==> src/rtl/hps_pkg.sv <==
package hps_pkg;
  localparam int A_CTRL = 0;
  localparam int A_FREE = 1;
  localparam int A_LO   = 2;
  localparam int A_HI   = 3;
  localparam int A_GAP  = 4;

  typedef enum logic [1:0] {
    PH_WAIT  = 2'd0,
    PH_START = 2'd1,
    PH_RUN   = 2'd2
  } phase_t;
endpackage

==> src/rtl/hps_regs.sv <==
module hps_regs #(
  parameter int DW      = 16,
  parameter int AW      = 3,
  parameter int PW      = 11,
  parameter int GW      = 8,
  parameter int ABS_MIN = 343,
  parameter int ABS_MAX = 1920,
  parameter int START_P = 800,
  parameter int DEF_GAP = 15
) (
  input  logic          clk,
  input  logic          rst,
  input  logic          wr_en,
  input  logic [AW-1:0] wr_addr,
  input  logic [DW-1:0] wr_data,
  output logic          direct,
  output logic [PW-1:0] free_p,
  output logic [PW-1:0] lim_lo,
  output logic [PW-1:0] lim_hi,
  output logic [GW-1:0] gap,
  output logic          err
);
  import hps_pkg::*;

  localparam int NONCE = 3;  // lower limit, upper limit, gap

  function automatic logic [PW-1:0] sat(input logic [DW-1:0] v);
    if (32'(v) < ABS_MIN)      sat = PW'(ABS_MIN);
    else if (32'(v) > ABS_MAX) sat = PW'(ABS_MAX);
    else                       sat = v[PW-1:0];
  endfunction

  logic [NONCE-1:0] hit_once;
  logic [NONCE-1:0] used;
  logic             hit_ctrl, hit_free;

  assign hit_ctrl    = wr_en && (wr_addr == AW'(A_CTRL));
  assign hit_free    = wr_en && (wr_addr == AW'(A_FREE));
  assign hit_once[0] = wr_en && (wr_addr == AW'(A_LO));
  assign hit_once[1] = wr_en && (wr_addr == AW'(A_HI));
  assign hit_once[2] = wr_en && (wr_addr == AW'(A_GAP));

  generate
    for (genvar i = 0; i < NONCE; i++) begin : g_once
      always_ff @(posedge clk) begin
        if (rst)              used[i] <= 1'b0;
        else if (hit_once[i]) used[i] <= 1'b1;
      end
    end
  endgenerate

  always_ff @(posedge clk) begin
    if (rst) begin
      direct <= 1'b0;
      free_p <= PW'(START_P);
      lim_lo <= PW'(ABS_MIN);
      lim_hi <= PW'(ABS_MAX);
      gap    <= GW'(DEF_GAP);
      err    <= 1'b0;
    end else begin
      if (hit_ctrl) direct <= wr_data[0];
      if (hit_free) free_p <= sat(wr_data);
      if (hit_once[0] && !used[0]) lim_lo <= sat(wr_data);
      if (hit_once[1] && !used[1]) lim_hi <= sat(wr_data);
      if (hit_once[2] && !used[2]) gap    <= wr_data[GW-1:0];
      if (|(hit_once & used))      err    <= 1'b1;
    end
  end
endmodule

==> src/rtl/hps_clamp.sv <==
module hps_clamp #(
  parameter int PW = 11
) (
  input  logic [PW-1:0] free_p,
  input  logic [PW-1:0] lim_lo,
  input  logic [PW-1:0] lim_hi,
  output logic [PW-1:0] tgt
);
  logic [PW-1:0] above_lo;

  always_comb begin
    above_lo = (free_p < lim_lo) ? lim_lo : free_p;
    tgt      = (above_lo > lim_hi) ? lim_hi : above_lo;
  end
endmodule

==> src/rtl/hps_stepper.sv <==
module hps_stepper #(
  parameter int PW      = 11,
  parameter int GW      = 8,
  parameter int START_P = 800
) (
  input  logic          clk,
  input  logic          rst,
  input  logic          ce,
  input  logic          run,
  input  logic          direct,
  input  logic [PW-1:0] goal,
  input  logic [GW-1:0] gap,
  output logic [PW-1:0] period
);
  logic [GW-1:0] tmr;

  always_ff @(posedge clk) begin
    if (rst) begin
      period <= PW'(START_P);
      tmr    <= '0;
    end else if (ce && run) begin
      if (direct) begin
        period <= goal;
        tmr    <= '0;
      end else if (period == goal) begin
        tmr <= '0;
      end else if (tmr >= gap) begin
        tmr    <= '0;
        period <= (period < goal) ? period + 1'b1 : period - 1'b1;
      end else begin
        tmr <= tmr + 1'b1;
      end
    end
  end
endmodule

==> src/rtl/hperiod_slew.sv <==
module hperiod_slew #(
  parameter int DW      = 16,
  parameter int AW      = 3,
  parameter int PW      = 11,
  parameter int GW      = 8,
  parameter int ABS_MIN = 343,
  parameter int ABS_MAX = 1920,
  parameter int START_P = 800,
  parameter int DEF_GAP = 15
) (
  input  logic          clk,
  input  logic          rst,
  input  logic          ce,
  input  logic          wr_en,
  input  logic [AW-1:0] wr_addr,
  input  logic [DW-1:0] wr_data,
  output logic [PW-1:0] period,
  output logic          startup_done,
  output logic          drive_en,
  output logic          cfg_err
);
  import hps_pkg::*;

  logic          direct;
  logic [PW-1:0] free_p, lim_lo, lim_hi, tgt, goal;
  logic [GW-1:0] gap;
  phase_t        phase;
  logic          started;

  hps_regs #(
    .DW(DW), .AW(AW), .PW(PW), .GW(GW), .ABS_MIN(ABS_MIN),
    .ABS_MAX(ABS_MAX), .START_P(START_P), .DEF_GAP(DEF_GAP)
  ) u_regs (
    .clk(clk), .rst(rst), .wr_en(wr_en), .wr_addr(wr_addr), .wr_data(wr_data),
    .direct(direct), .free_p(free_p), .lim_lo(lim_lo), .lim_hi(lim_hi),
    .gap(gap), .err(cfg_err)
  );

  hps_clamp #(.PW(PW)) u_clamp (
    .free_p(free_p), .lim_lo(lim_lo), .lim_hi(lim_hi), .tgt(tgt)
  );

  assign started = (phase != PH_WAIT);

  always_ff @(posedge clk) begin
    if (rst) begin
      phase        <= PH_WAIT;
      goal         <= PW'(START_P);
      startup_done <= 1'b0;
      drive_en     <= 1'b0;
    end else begin
      case (phase)
        PH_WAIT: begin
          goal <= tgt;
          if (ce) phase <= PH_START;
        end
        PH_START: begin
          if (period == goal) begin
            phase        <= PH_RUN;
            startup_done <= 1'b1;
            drive_en     <= 1'b1;
          end
        end
        default: goal <= tgt;
      endcase
    end
  end

  hps_stepper #(.PW(PW), .GW(GW), .START_P(START_P)) u_step (
    .clk(clk), .rst(rst), .ce(ce), .run(started), .direct(direct),
    .goal(goal), .gap(gap), .period(period)
  );
endmodule

==> config.mk <==
export PLATFORM = sky130hd
export DESIGN_NAME = hperiod_slew
export DESIGN_NICKNAME = d
export VERILOG_FILES = /design/src/rtl/hps_pkg.sv /design/src/rtl/hps_regs.sv /design/src/rtl/hps_clamp.sv /design/src/rtl/hps_stepper.sv /design/src/rtl/hperiod_slew.sv
export SDC_FILE = /design/constraint.sdc
export NUM_CORES = 1
export LEC_CHECK = 0
export BUFFER_PORTS_ARGS = -buffer_cell sky130_fd_sc_hd__buf_2
export CORE_MARGIN = 2
export CORE_UTILIZATION = 50
export DETAILED_ROUTE_END_ITERATION = 6
export PLACE_DENSITY = 0.7
export RECOVER_POWER = 100
export SLEW_MARGIN = 20
export SYNTH_ARGS = -nofsm -noshare
export SYNTH_HDL_FRONTEND = slang
export SYNTH_SLANG_ARGS = --single-unit
==> constraint.sdc <==
create_clock -name clk -period 6.3 [get_ports clk]
set_clock_uncertainty 0.05 [all_clocks]
set_input_delay 0.945 -clock clk [delete_from_list [all_inputs] [get_ports clk]]
set_output_delay 0.945 -clock clk [all_outputs]
set_load 0.05 [all_outputs]
==> metrics.txt <==
syn_area_per_cell 8.39 µm²; CP required 6490 ps; placed wire-length estimate 8160 µm; Post-synth ARST share 0; EDFF count, synth 0; Die X 101 µm; CTS resizes 0; initial DRC count 197; final setup vio count 0; remaining global-route overflow 0; All-Layer GR Usage 0.226; cells after synthesis 562; Initial DRT Pass Iterations 5; PD cells 243 mW/mm²; antenna-violating nets left 0; CP bufs+invs 3; Yosys top cell area share 0.335; final hold viol count 0; Ports 37; CP delay by family, top compound AO/OA/AOI/OAI gates; TritonCTS Buffers 9; first-pass GRT wire length 18500 µm; RSZ-0062 raised after global routing no; Longest Clk Path Bufs 2; Arr. time, crit path 4550 ps; hold crit path type reg -> reg; placer congestion estimate 0.831; WL per Instance 15.4 µm; crit path max fanout 10; clock insertion delay at the later pin of the skew report 350 ps; Final Cycle Share 0.692; Final nets 667; critical path class reg -> reg; crit-path cells inv_1, ha_1, a21o_1, a21o_1, a221o_1, a31oi_1, clkbuf_1, mux2i_1, inv_1, ha_1, a21o_1, a21oi_1, nor2b_1, o31ai_1, nand4_1, o221a_2; CTS tree done; CTS Sinks 79; most frequent cells in the layout 79 x dfxtp_1, 55 x nor2_1, 50 x ha_1, 49 x nand2_1, 49 x inv_1; Slew headroom -0.593; die area 0.0102 mm²; FMAX 229 MHz; flops & latches, synth 79; Synth Warn # 0; vias in the first global route 3981; cell row count 35; VDD IR max 0.000118 V; post-layout minimum cycle time 4360 ps; initial antenna violation count 0; largest net degree at the start of global routing 44; proportion of layout cells with a drive suffix above 1 0.0804; routed wire length 10900 µm; Max-cap violations 2; via count 4085; slack of the critical path 1940 ps; buffers added on ports 36; Clk pin slew, worst setup/hold paths 80 ps; share of the yosys chip area belonging to registers 0.335; Leak 2.31 nW; Crit path top cell by count a21o_1; leading area contributor after synthesis dfxtp_1; ranking of synthesized cells by area dfxtp_1 34%, ha_1 13%, nor2_1 4.4%; CP max stage delay 560 ps; drt via density 5.77; Synth Flop Type dfxtp_1; commonest non-fill, non-tap cell in the layout dfxtp_1; max-slew violations 64; Syn Nets 636; DRC 0; # diodes 0; hold buffers post-CTS 0; Die Ht 101 µm; Pwr Total 1.24 mW; Max H-tree Level 3; Worst Tran Pin Value 2370 ps; Synth Cell Area 0.00471 mm²; count of different cell masters after synthesis 59; outcome finished, violations left; Crit-path slowest cell clkbuf_1; TNS Setup 0 ps; post-placement setup slack 2280 ps; Root Buffer clkbuf_8; Placeable Area 0.00920 mm²; Starting Density 0.513; CP Launch Type flop; crit path capture type flop; P&R area growth vs syn 8.17%; failing checks capacitance limit, slew limit; post-CTS setup buffer count 0; worst hold margin 420 ps
## cells in the mapped netlist (2+ instances only)
cell type,count
nand4_1,13
nor4_1,3
mux2i_1,17
xnor2_1,4
a211oi_1,12
o21bai_1,2
nor2_1,55
nand2_2,2
nand2b_1,3
a22oi_1,7
o21ai_1,14
dfxtp_1,79
or3_1,2
nor3b_1,3
nor3_1,14
mux2_1,3
clkbuf_1,16
buf_4,3
nor2b_1,3
mux2_2,3
o221a_1,2
a211oi_2,2
and4_1,2
o31a_1,3
a21o_1,19
inv_1,49
a31oi_1,4
nand2_1,49
o21ai_0,19
a21oi_1,38
o31ai_1,3
o211ai_1,16
o211a_1,3
ha_1,50
xor2_1,6
nand3_1,16
## sequential cells by signal (all words and copies together), names as in the netlist
name	count
u_regs.direct	1
u_regs.lim_lo	11
drive_en	1
u_step.tmr	8
u_regs.used	3
u_regs.gap	8
phase	2
u_regs.lim_hi	11
u_regs.free_p	11
u_regs.err	1
goal	11
u_step.period	11
## layout make-up
class                           count  area [µm²]
Fill cell                         863        4100
Multi-Input combinational cell    413        2820
Timing Repair Buffer               41         189
Sequential cell                    79        1580
Tap cell                          111         139
Clock buffer                       13         169
Clock inverter                      2        15.0
Inverter                           49         184
## worst min-delay path, cell delays in order, from the launching register on
cell and delay, ps:
dfxtp_1 320, nand2_1 60, a21oi_1 50
## power by group
part	switching [mW]	total, mW	internal (mW)
sequential	0.0177	0.536	0.519
combinational	0.209	0.349	0.139
clock	0.179	0.353	0.174
total	0.406	1.24	0.832
## cells by family (layout without fill, tap and decap cells)
group                      after synthesis  count (layout)  share of synthesized area
DFF                                     79              79                      0.335
xor gates and xnor gates                11              11                     0.0234
AOI/OAI and AO/OA                      156             156                      0.225
muxes                                   23              23                     0.0504
adders and majority gates               51              51                      0.137
buffers and inverters                   70             105                     0.0597
and+or+nand+nor                        172             172                      0.169
## path summary, 6_finish.rpt
check,startpoint,cells past startpoint,endpoint,slack [ps]
max reg2reg,u_regs.lim_lo[8],16,goal[5],1940
max,u_regs.lim_lo[8],16,goal[5],1940
min reg2reg,u_regs.lim_hi[5],2,u_regs.lim_hi[5],420
min,u_regs.lim_hi[5],2,u_regs.lim_hi[5],420
## stage by stage
stage	utilization	area, µm²	instances
after CTS	0.561	5160	708
final	0.555	5100	708
after global routing	0.555	5100	708
after detailed placement	0.541	4980	693
after global placement	0.541	4980	693
after floorplan	-	4710	562
## routing by layer
metal / vias up / track usage / routed length (µm)
met1: 1909 / 0.285 / 5100
met2: 78 / 0.392 / 5250
met3: 17 / 0.0430 / 377
met4: 0 / 0.0644 / 167
li1: 2081 / - / -
met5: - / 0 / 0
Power figures use the tool's default switching activity.
